[src/rtl/ea_pkg.sv]
package ea_pkg;
  typedef enum logic [1:0] {
    STEP_NONE = 2'd0,
    STEP_UP   = 2'd1,
    STEP_DOWN = 2'd2
  } step_e;
endpackage

[src/rtl/ea_residue.sv]
module ea_residue
  import ea_pkg::*;
#(
  parameter int PWR_W     = 28,
  parameter int CODE_W    = 8,
  parameter int THR_SHIFT = 27,
  parameter int RES_W     = 40,
  parameter int RST_CODE  = 3
) (
  input  logic                    clk,
  input  logic                    rst_n,
  input  logic                    pwr_vld,
  input  logic signed [PWR_W-1:0] pwr_in,
  input  logic                    tick,
  input  logic                    thr_we,
  input  logic [CODE_W-1:0]       thr_code,
  output step_e                   step,
  output logic [CODE_W-1:0]       thr_q
);
  localparam int PAD_W = RES_W - CODE_W - THR_SHIFT;

  logic signed [PWR_W-1:0] hold_q;
  logic signed [RES_W-1:0] res_q;
  logic signed [RES_W-1:0] sum;
  logic signed [RES_W-1:0] thr_full;

  // Widen the code into a full-width threshold.
  function automatic logic signed [RES_W-1:0] thr_value(input logic [CODE_W-1:0] c);
    return signed'({{PAD_W{1'b0}}, c, {THR_SHIFT{1'b0}}});
  endfunction

  // Pick the pulse direction from the sum and the threshold.
  function automatic step_e decide(input logic signed [RES_W-1:0] s,
                                   input logic signed [RES_W-1:0] t);
    if (t == '0)      return STEP_NONE;
    else if (s >= t)  return STEP_UP;
    else if (s <= -t) return STEP_DOWN;
    else              return STEP_NONE;
  endfunction

  assign thr_full = thr_value(thr_q);
  assign sum      = res_q + {{(RES_W-PWR_W){hold_q[PWR_W-1]}}, hold_q};
  assign step     = tick ? decide(sum, thr_full) : STEP_NONE;

  always_ff @(posedge clk) begin
    if (!rst_n) begin
      hold_q <= '0;
      res_q  <= '0;
      thr_q  <= CODE_W'(RST_CODE);
    end else begin
      if (pwr_vld) hold_q <= pwr_in;
      if (thr_we)  thr_q  <= thr_code;
      if (tick && thr_q != '0) begin
        case (step)
          STEP_UP:   res_q <= sum - thr_full;
          STEP_DOWN: res_q <= sum + thr_full;
          default:   res_q <= sum;
        endcase
      end
    end
  end
endmodule

[src/rtl/ea_counter.sv]
module ea_counter
  import ea_pkg::*;
#(
  parameter int CNT_W = 32
) (
  input  logic             clk,
  input  logic             rst_n,
  input  step_e            step,
  input  logic             rd_stb,
  input  logic             rd_clr_en,
  output logic [CNT_W-1:0] cnt_q,
  output logic [CNT_W-1:0] rd_data
);
  logic [CNT_W-1:0] base;

  // Two's complement step; wrapping falls out of the fixed width.
  function automatic logic [CNT_W-1:0] next_count(input logic [CNT_W-1:0] b, input step_e s);
    case (s)
      STEP_UP:   return b + CNT_W'(1);
      STEP_DOWN: return b - CNT_W'(1);
      default:   return b;
    endcase
  endfunction

  assign base = (rd_stb && rd_clr_en) ? '0 : cnt_q;

  always_ff @(posedge clk) begin
    if (!rst_n) begin
      cnt_q   <= '0;
      rd_data <= '0;
    end else begin
      if (rd_stb) rd_data <= cnt_q;
      cnt_q <= next_count(base, step);
    end
  end
endmodule

[src/rtl/energy_accum.sv]
module energy_accum
  import ea_pkg::*;
#(
  parameter int PWR_W     = 28,
  parameter int CODE_W    = 8,
  parameter int THR_SHIFT = 27,
  parameter int CNT_W     = 32,
  parameter int RST_CODE  = 3
) (
  input  logic                    clk,
  input  logic                    rst_n,
  input  logic                    pwr_vld,
  input  logic signed [PWR_W-1:0] pwr_in,
  input  logic                    tick,
  input  logic                    thr_we,
  input  logic [CODE_W-1:0]       thr_code,
  input  logic                    rd_stb,
  input  logic                    rd_clr_en,
  output logic [CNT_W-1:0]        rd_data,
  output logic                    pulse_vld,
  output logic                    pulse_neg
);
  localparam int THR_W = CODE_W + THR_SHIFT;
  localparam int RES_W = ((PWR_W > THR_W) ? PWR_W : THR_W) + 5;

  step_e             step;
  logic [CODE_W-1:0] thr_q;
  logic [CNT_W-1:0]  cnt_q;

  ea_residue #(
    .PWR_W(PWR_W), .CODE_W(CODE_W), .THR_SHIFT(THR_SHIFT),
    .RES_W(RES_W), .RST_CODE(RST_CODE)
  ) u_res (
    .clk(clk), .rst_n(rst_n), .pwr_vld(pwr_vld), .pwr_in(pwr_in),
    .tick(tick), .thr_we(thr_we), .thr_code(thr_code),
    .step(step), .thr_q(thr_q)
  );

  ea_counter #(.CNT_W(CNT_W)) u_cnt (
    .clk(clk), .rst_n(rst_n), .step(step), .rd_stb(rd_stb),
    .rd_clr_en(rd_clr_en), .cnt_q(cnt_q), .rd_data(rd_data)
  );

  always_ff @(posedge clk) begin
    if (!rst_n) begin
      pulse_vld <= 1'b0;
      pulse_neg <= 1'b0;
    end else begin
      pulse_vld <= (step != STEP_NONE);
      pulse_neg <= (step == STEP_DOWN);
    end
  end
endmodule

[config.mk]
export PLATFORM = sky130hd
export DESIGN_NAME = energy_accum
export DESIGN_NICKNAME = d
export VERILOG_FILES = /design/src/rtl/ea_pkg.sv /design/src/rtl/ea_residue.sv /design/src/rtl/ea_counter.sv /design/src/rtl/energy_accum.sv
export SDC_FILE = /design/constraint.sdc
export NUM_CORES = 1
export LEC_CHECK = 0
export ABC_CLOCK_PERIOD_IN_PS = 14750
export CORE_ASPECT_RATIO = 2
export CORE_MARGIN = 3
export CORE_UTILIZATION = 50
export DETAILED_ROUTE_END_ITERATION = 10
export DONT_BUFFER_PORTS = 1
export GPL_ROUTABILITY_DRIVEN = 0
export GPL_TIMING_DRIVEN = 0
export SYNTH_ARGS = -nofsm -noshare
export SYNTH_HDL_FRONTEND = slang
export SYNTH_SLANG_ARGS = --single-unit
[constraint.sdc]
create_clock -name clk -period 14.75 [get_ports clk]
set_input_delay 0 -clock clk [delete_from_list [all_inputs] [get_ports clk]]
set_output_delay 0 -clock clk [all_outputs]
set_load 0.03 [all_outputs]
Yosys cells after proc, flatten, opt, wreduce, memory -nomap -nowiden
Index checks and enable logic that the tools add are counted.
W data, S select, Z words.
- flip-flop bits (word level): 142
- bits in latches: 0
- bits in writable memories: 0
- bits in read-only memories: 0
- input port bits: 43
- output and inout port bits: 34
- word-level logic and storage cells: 29
- memories: 0
- $add $sub $neg: 6
- $mul: 0
- divide/modulo/power cells: 0
- order comparisons: 2
- eq/ne operators: 2
- shifts and indexed selects: 0
- multiplexer cells: 7
- bitwise gates (word level): 0
- reductions and logical operators: 5
- operators with widths (operator ; count):
    $pmux W40 S2 ; 1
    $pmux W32 S2 ; 1
    $add A40 B36 Y40 ; 1
    $add A40 B40 Y40 ; 1
    $ge A40 B36 Y1 ; 1
    $le A40 B40 Y1 ; 1
    $logic_not A40 Y1 ; 1
    $neg A35 Y40 ; 1
    $sub A40 B36 Y40 ; 1
    $add A32 B1 Y32 const B ; 1
    $mux W32 ; 1
    $sub A32 B1 Y32 const B ; 1
    $mux W2 ; 4
    $reduce_bool A8 Y1 ; 1
    $eq A2 B1 Y1 const B ; 1
    $eq A2 B2 Y1 const B ; 1
    $logic_and A1 B1 Y1 ; 2
    $reduce_bool A2 Y1 ; 1

Logic depth before layout (Yosys ltp)
Gate-level depths: netlist of the first run.
- depth after elaboration: 8
- gate-level depth with buffers: 36
- mapped depth without buffers: 36

Modules after synthesis
From an unflattened synthesis of the first run, not the netlist that was laid out.
- cells, all modules: 1501
- area total of the unflattened synthesis: 11606.1 µm²
- by module, submodules not included (module ; instances ; cells an instance ; area each (µm²) ; sequential area each (µm²)):
    ea_residue ; 1 ; 891 ; 6820.3 ; 1521.5
    ea_counter ; 1 ; 606 ; 4729.5 ; 1281.2
    energy_accum ; 1 ; 4 ; 56.3 ; 40.0

Worst setup path before layout of the first run
No wires, ideal clock.
- path type: register to register
- start point: reg u_res.res_q[6]
- end point: reg u_cnt.cnt_q[31]
- setup time: 0.072 ns
- arrival time: 8.002 ns
- required time: 14.678 ns
- setup slack: 6.676 ns
- cell stages (with the launch flop): 34
- path buffers: 0
- period minus slack after synthesis: 8.074 ns
- path through: dfxtp_1 -> ha_1 -> a211o_1 -> o21ai_2 -> a21oi_2 -> o2111a_1 -> nand2b_1 -> a21o_1 -> a21oi_1 -> xnor2_1 -> inv_1 -> ha_1 -> nand2_1 -> nor4_1 -> nand4_1 -> nor4_1 -> nand4b_1 -> nor4b_2 -> nand3_1 -> or4b_1 -> a211oi_1 -> ha_1 -> ha_1 -> a21o_1 -> a21o_1 -> a211oi_2 -> a21oi_2 -> a2111oi_4 -> o21ai_2 -> a211o_2 -> a221o_1 -> a21oi_2 -> mux2i_1 -> mux2i_1
- longest elaborated chain between the ends: 8
- elaborated cells between the ends (all ways): 10
- those cells by class: 1 x add/sub; 2 x order compare; 2 x eq/ne; 5 x mux
- ends and longest elaborated chain (what ; line ; source):
    start: declaration ; ea_residue.sv:23 ; logic signed [RES_W-1:0] res_q;
    start signal: assignment ; ea_residue.sv:55 ; STEP_UP: res_q <= sum - thr_full;
    start signal: assignment ; ea_residue.sv:56 ; STEP_DOWN: res_q <= sum + thr_full;
    start signal: assignment ; ea_residue.sv:57 ; default: res_q <= sum;
    $add A40 B40 Y40 (*) ; ea_residue.sv:42 ; assign sum = res_q + {{(RES_W-PWR_W){hold_q[PWR_W-1]}}, hold_q};
    $le A40 B40 Y1 ; ea_residue.sv:37 ; else if (s <= -t) return STEP_DOWN;
    $mux W2 ; ea_residue.sv:37 ;
    $mux W2 (*) ; ea_residue.sv:36 ; else if (s >= t) return STEP_UP;
    $mux W2 (*) ; ea_residue.sv:35 ; if (t == '0) return STEP_NONE;
    $mux W2 (*) ; ea_residue.sv:43 ; assign step = tick ? decide(sum, thr_full) : STEP_NONE;
    $eq A2 B2 Y1 / $eq A2 B1 Y1 (equally long branches) ; ea_counter.sv:18 ; case (s)
    $pmux W32 S2 (*) ; ea_counter.sv:18 ;
    end signal: assignment ; ea_counter.sv:33 ; cnt_q <= next_count(base, step);
    end: declaration ; ea_counter.sv:11 ; output logic [CNT_W-1:0] cnt_q,
Every way passes the cells marked *; elsewhere a longest branch is shown, timed or not.
A chain may end at the register's enable or synchronous reset.

Final worst setup path of the first run
- start point: reg u_res.res_q[6]
- end point: reg u_cnt.cnt_q[30]
Same word-level chain as after synthesis.

==> results.yml, run 1 <==
clock_tree:
  cts_root_buf: "clkbuf_16"
  cts_buffers: 17
  post_cts_buffers: 0
  cts_hold_buf: 41
  clk_latency_ns: 0.45
  ctsResizeCount: 0
  htree_levels: 4
  clock_path_buffers: 2
  cts_tree: "built"
  cts.clk_slew.worst_paths_ns: 0.07
  clock-sinks: 142
floorplan:
  die_w_um: 108
  die_h_um: 210.0
  die_area_sq_um: 22680
  rows: 74
  ios: 77
  core-area_sq_um: 20460
  start_util: 0.5084
placement:
  placed_area_sq_um: 10740
  dp_hpwl_um: 23200
  dp.cells: 1523
  portBuffers: 0
synthesis:
  ys_types: 88
  syn_area_sq_um: 10400
  ys_seq_area_frac: 0.2732
  syn_avg_cell_area_sq_um: 8.277
  async_flop_share: 0
  yosys-top-cells-area: "dfxtp_1 (27%), ha_1 (12%), mux2i_1 (8.6%)"
  synth_nets: 1407
  ys_warn_count: 0
  syn-instance-count: 1257
  yosys.area.top_type: "dfxtp_1"
  netlist.area_leader.share: 0.2732
  synth_ff_type: "dfxtp_1"
  synth_seq_cells: 142
  synth_edf_count: 0
power:
  power.density_nw_per_um2: 103.1
  max-vdd-ir-drop_uv: 108.1
  cellLeakagePower_nw: 5.304
final_layout:
  stdcell_count: 1596
  layout-drive-gt1-share: 0.06241
  final_nets: 1467
  num_antenna_cells: 0
  final_area_sq_um: 11790
  fin_util: 0.5762
  area_growth_syn_to_layout_pct: 13.33
routing:
  vias: 9246
  routedWlPerCell_um: 18.49
  viasPerCell: 5.793
  wl_um: 29510
  route.detailed.drc: 0
  drtPass1Iterations: 6
  drt_iter0_markers: 381
  ant_nets: 0
run:
  max-cap-violations: 0
critical_path:
  rr_endpoint: "u_cnt.cnt_q[30]"
  worst_setup_path_end_kind: "flip-flop"
  arrival_ns: 10.81
  slowest_stage: "ha_2"
  required_ns: 15.06
  reg2reg_from: "u_res.res_q[6]"
  r2r_slack_ns: 4.25
  path_max_fanout: 34
  crit_type: "reg -> reg"
  rr_worst_depth: 35
  startpoint_type: "flip-flop"
  cpPeakStageDelay_ns: 0.85
grt:
  grt_usage: 0.2649
  grt_pass1_wl_um: 46690
  grt_pass1_vias: 9362
  grt-ovfl-total: 0
  antenna_found_initial: 0
  grt_max_degree: 35
min_path:
  worstHoldStart: "tick"
  min_to: "u_res.res_q[36]"
  hold_path.class: "in -> reg"
  min_path_cells: 5
timing:
  maxSlewViolCount: 0
  finClkSkew_ns: 0.009858
  rsz0062_at_grt: "false"
  tightest_slew_ns: 1.000
  fmax_mhz: 95.25
  relSlewSlack: 0.3246
  finalSetupViolations: 0
  whs_ns: 0.1329
  fin_tns_setup_ns: 0
  final.period_utilization: 0.7118
  period_minus_slack_ns: 10.50
  hold_viol: 0
run_status:
  status: "finished, final reports clean"
power by group:
group          switching (mW)  internal [mW]
clock                   0.177          0.293
sequential             0.0170          0.403
combinational           0.198          0.127
critical path: cells and delay by family (launching register included):
kind | cells | cell delay, ns
simple gates | 11 | 2.68
fa+ha+maj | 4 | 2.38
flops | 1 | 0.31
compound gates | 16 | 3.57
xor+xnor | 2 | 0.66
buf+inv | 2 | 0.72
sequential cells by signal (all words and copies together) (netlist names):
name / cells
u_res.thr_q: 8
pulse_neg: 1
u_res.hold_q: 28
u_cnt.rd_data: 32
u_cnt.cnt_q: 32
u_res.res_q: 40
pulse_vld: 1
layer usage:
metal | GRT usage | vias up | wire length [um]
li1 | - | 4637 | -
met1 | 0.2372 | 4347 | 10010
met2 | 0.5372 | 187 | 17250
met3 | 0.04750 | 75 | 944
met4 | 0.1364 | 0 | 1302
met5 | 0 | - | 0
cells in the final DEF, fill, tap and decap left out, types with 28 or more instances in the layout:
master | Yosys | layout
a21o_1 | 28 | 28
a21oi_1 | 103 | 103
and2_1 | 35 | 35
clkbuf_1 | 43 | 44
dfxtp_1 | 142 | 142
dlygate4sd3_1 | 0 | 41
ha_1 | 103 | 102
inv_1 | 41 | 41
mux2i_1 | 89 | 89
nand2_1 | 107 | 107
nor2_1 | 143 | 143
o21ai_0 | 50 | 50
xnor2_1 | 37 | 37
xor2_1 | 32 | 32
worst max-delay path by stage:
stage | slack [ns] | depth (start not counted) | start | end
2_1_floorplan | 6.68 | 33 | u_res.res_q[6] | u_cnt.cnt_q[31]
3_3_place_gp | 3.58 | 35 | u_res.hold_q[6] | u_cnt.cnt_q[30]
3_5_place_dp | 4.37 | 35 | u_res.res_q[6] | u_cnt.cnt_q[30]
4_1_cts | 4.36 | 35 | u_res.res_q[6] | u_cnt.cnt_q[30]
5_1_grt | 3.56 | 35 | u_res.res_q[6] | u_cnt.cnt_q[30]
6_report | 4.25 | 35 | u_res.res_q[6] | u_cnt.cnt_q[30]
cells by family after synthesis:
family / share of synthesized area
AND/OR/NAND/NOR: 0.1913
AO/OA/AOI/OAI: 0.2136
flip-flops: 0.2732
adder cells (fa/ha/maj): 0.1316
buffers and inverters: 0.04438
multiplexers: 0.08779
XOR/XNOR: 0.05809
area by class of cell:
cell class              count  area, sq um
plain buffers              54        292.8
repair buffers             41        410.4
fillers                  2015         8672
well taps                 266        332.8
multi-input cells        1016         7102
flip-flops and latches    142         2843
clock inverters            12        183.9
clock buffers              20        456.7
inverters                  45        168.9
per-stage QoR:
stage / power [mW] / setup WS, ns
floorplan: 0.6609 / 6.676
CTS: 1.225 / 4.362
global route: 1.274 / 3.556
detailed placement: 0.7421 / 4.368
global placement: 0.7370 / 3.578
finish: 1.215 / 4.252
cells in the mapped netlist (4+ instances only):
cell type,n
clkbuf_1,43
fa_1,4
nand2_1,107
nand2b_1,16
inv_1,41
a221o_1,4
xnor2_1,37
o21ai_0,50
o311ai_0,4
nor2_1,143
ha_1,103
nor3_1,24
a211oi_1,9
a31o_2,7
nor2b_1,10
nand4_1,6
o21bai_1,15
nor4_1,8
xor2_1,32
o221ai_1,6
a21boi_0,5
a221oi_1,7
a21o_1,28
and2_1,35
a31oi_1,7
o21ai_1,13
mux2i_1,89
a211o_1,6
dfxtp_1,142
a21oi_1,103
a21oi_2,5
o2111ai_1,4
o211ai_1,13
or3_1,6
and3_1,9
o21a_1,10
nand3_1,26
(Power assumes the default switching activity.)
==> run 2, diff against run 1 <==
--- a/config.mk
+++ b/config.mk
@@ -5,7 +5,7 @@
 export SDC_FILE = /design/constraint.sdc
 export NUM_CORES = 1
 export LEC_CHECK = 0
-export ABC_CLOCK_PERIOD_IN_PS = 14750
+export ABC_CLOCK_PERIOD_IN_PS = 9100
 export CORE_ASPECT_RATIO = 2
 export CORE_MARGIN = 3
 export CORE_UTILIZATION = 50
@@ -13,6 +13,7 @@
 export DONT_BUFFER_PORTS = 1
 export GPL_ROUTABILITY_DRIVEN = 0
 export GPL_TIMING_DRIVEN = 0
+export PLACE_DENSITY = 0.68
 export SYNTH_ARGS = -nofsm -noshare
 export SYNTH_HDL_FRONTEND = slang
 export SYNTH_SLANG_ARGS = --single-unit
==> constraint.sdc (replaced) <==
create_clock -name clk -period 9.1 [get_ports clk]
set_input_delay 0 -clock clk [delete_from_list [all_inputs] [get_ports clk]]
set_output_delay 0 -clock clk [all_outputs]
set_load 0.03 [all_outputs]
==> results.yml, run 2 (synthesized netlist as in run 1, its figures left out) <==
run_status:
  status: "finished, final reports clean"
critical_path:
  cp_common_cell: "a21oi_2"
  required_ns: 9.48
  cpPeakStageDelay_ns: 0.55
  slowest_stage: "or4b_1"
  startpoint_type: "flip-flop"
  crit_type: "reg -> reg"
  path_max_fanout: 7
  worst_setup_path_end_kind: "flip-flop"
  arrival_ns: 9.00
clock_tree:
  cts_root_buf: "clkbuf_16"
  htree_levels: 4
  clock_path_buffers: 2
  clk_latency_ns: 0.45
  cts_buffers: 17
  cts.clk_slew.worst_paths_ns: 0.06
  clock-sinks: 142
  cts_tree: "built"
timing:
  setup_slack_ns: 0.4814
  relSlewSlack: 0.3329
  final.period_utilization: 0.9471
  finClkSkew_ns: 0.008400
  period_minus_slack_ns: 8.619
  tightest_slew_ns: 0.9881
  maxSlewViolCount: 0
  hold_viol: 0
  fin_tns_setup_ns: 0
  finalSetupViolations: 0
  rsz0062_at_grt: "false"
  whs_ns: 0.1162
  fmax_mhz: 116.0
floorplan:
  die_area_sq_um: 22680
  die_h_um: 210.0
  ios: 77
  start_util: 0.5084
  core-area_sq_um: 20460
  rows: 74
  die_w_um: 108
final_layout:
  area_growth_syn_to_layout_pct: 14.94
  final_nets: 1475
  reg_top3: "u_res.res_q x40, u_cnt.cnt_q x32, u_cnt.rd_data x32"
  final_common_cell: "nor2_1"
  mostFrequentLayoutCells: "nor2_1 (143), dfxtp_1 (142), nand2_1 (107)"
  n_fill_cell: 1900
  num_antenna_cells: 0
  stdcell_count: 1604
  largest_reg_flops: 40
  multi_input_area_sq_um: 7197
  regArea_sq_um: 2843
  top_register: "u_res.res_q"
  layout-drive-gt1-share: 0.08221
run:
  max-cap-violations: 0
routing:
  drt_iter0_markers: 398
  ant_nets: 0
  viasPerCell: 5.841
  drtPass1Iterations: 6
  routedWlPerCell_um: 18.03
  wl_um: 28910
  vias: 9369
  route.detailed.drc: 0
grt:
  grt_max_degree: 18
  antenna_found_initial: 0
  grt_pass1_vias: 9576
  grt_pass1_wl_um: 46440
  grt-ovfl-total: 0
  grt_usage: 0.2618
placement:
  portBuffers: 0
  dp_worst_setup_slack_ns: -1.176
  dp_hpwl_um: 22310
  dp.cells: 1523
power:
  power.density_nw_per_um2: 163.5
  max-vdd-ir-drop_uv: 136.8
  cellLeakagePower_nw: 5.354
min_path:
  hold_path.class: "in -> reg"
[run 2: cell count changes in the layout (fill, tap and decap cells not counted), moves of 2 or more]
cell	change
buf_4	+6
a211oi_1	-3
a211oi_2	+3
a2111oi_0	-2
a2111oi_1	+2
a21oi_1	-2
a21oi_2	+2
ha_1	-2
inv_6	+2
nor4_1	-2
nor4_2	+2
o21ai_2	+2
xnor2_1	-2
xnor2_2	+2
[run 2: routing by layer]
layer,GRT usage,part of all wire,up-vias
met5,0,0,-
met4,0.1622,0.058,0
met3,0.05057,0.034,99
met2,0.5088,0.56,204
met1,0.2397,0.35,4388
li1,-,-,4678
[run 2: final cells by class]
cell class	instances	area share
Buffer	54	0.02448
Clock buffer	18	0.03673
Clock inverter	14	0.01507
Inverter	45	0.01423
Multi-Input combinational cell	1016	0.6019
Sequential cell	142	0.2377
Tap cell	266	0.02783
Timing Repair Buffer	49	0.04206
[run 2: final timing paths]
kind | from | depth (start not counted) | slack, ns | endpoint
worst max register to register | u_res.hold_q[2] | 35 | 0.48 | u_cnt.cnt_q[31]
worst max-delay path | u_res.hold_q[2] | 35 | 0.48 | u_cnt.cnt_q[31]
worst min-delay path | thr_we | 3 | 0.12 | u_res.thr_q[4]
worst min register to register | u_res.res_q[12] | 2 | 0.46 | u_res.res_q[12]
[run 2: critical path: cells and delay by family (launching register included)]
kind | cells | cell delay (ns)
AOI/OAI and AO/OA | 17 | 3.64
and+or+nand+nor | 9 | 2.19
adders and majority gates | 4 | 1.33
muxes | 2 | 0.48
DFF | 1 | 0.33
xor gates and xnor gates | 1 | 0.28
buffers and inverters | 2 | 0.28
[run 2: where the power goes]
part           internal, mW  switching [mW]
registers             0.654          0.0275
logic                 0.212           0.323
clock network         0.442           0.297
total                  1.31           0.648
[run 2: repair_timing]
action | CTS | global route
pin swaps | 1 | 8
hold endpoints to repair | 54 | 0
gates resized for setup | 4 | 19
hold buffers | 41 | 0
setup endpoints to repair | 18 | 11
setup buffers | 6 | 2
[run 2: metrics by stage]
step / utilization / total power [mW] / cell area [sq um]
after floorplan: - / 1.071 / 10400
after global placement: 0.5247 / 1.187 / 10740
after detailed placement: 0.5248 / 1.196 / 10740
after CTS: 0.5801 / 1.956 / 11870
after global routing: 0.5844 / 2.048 / 11960
final: 0.5844 / 1.955 / 11960
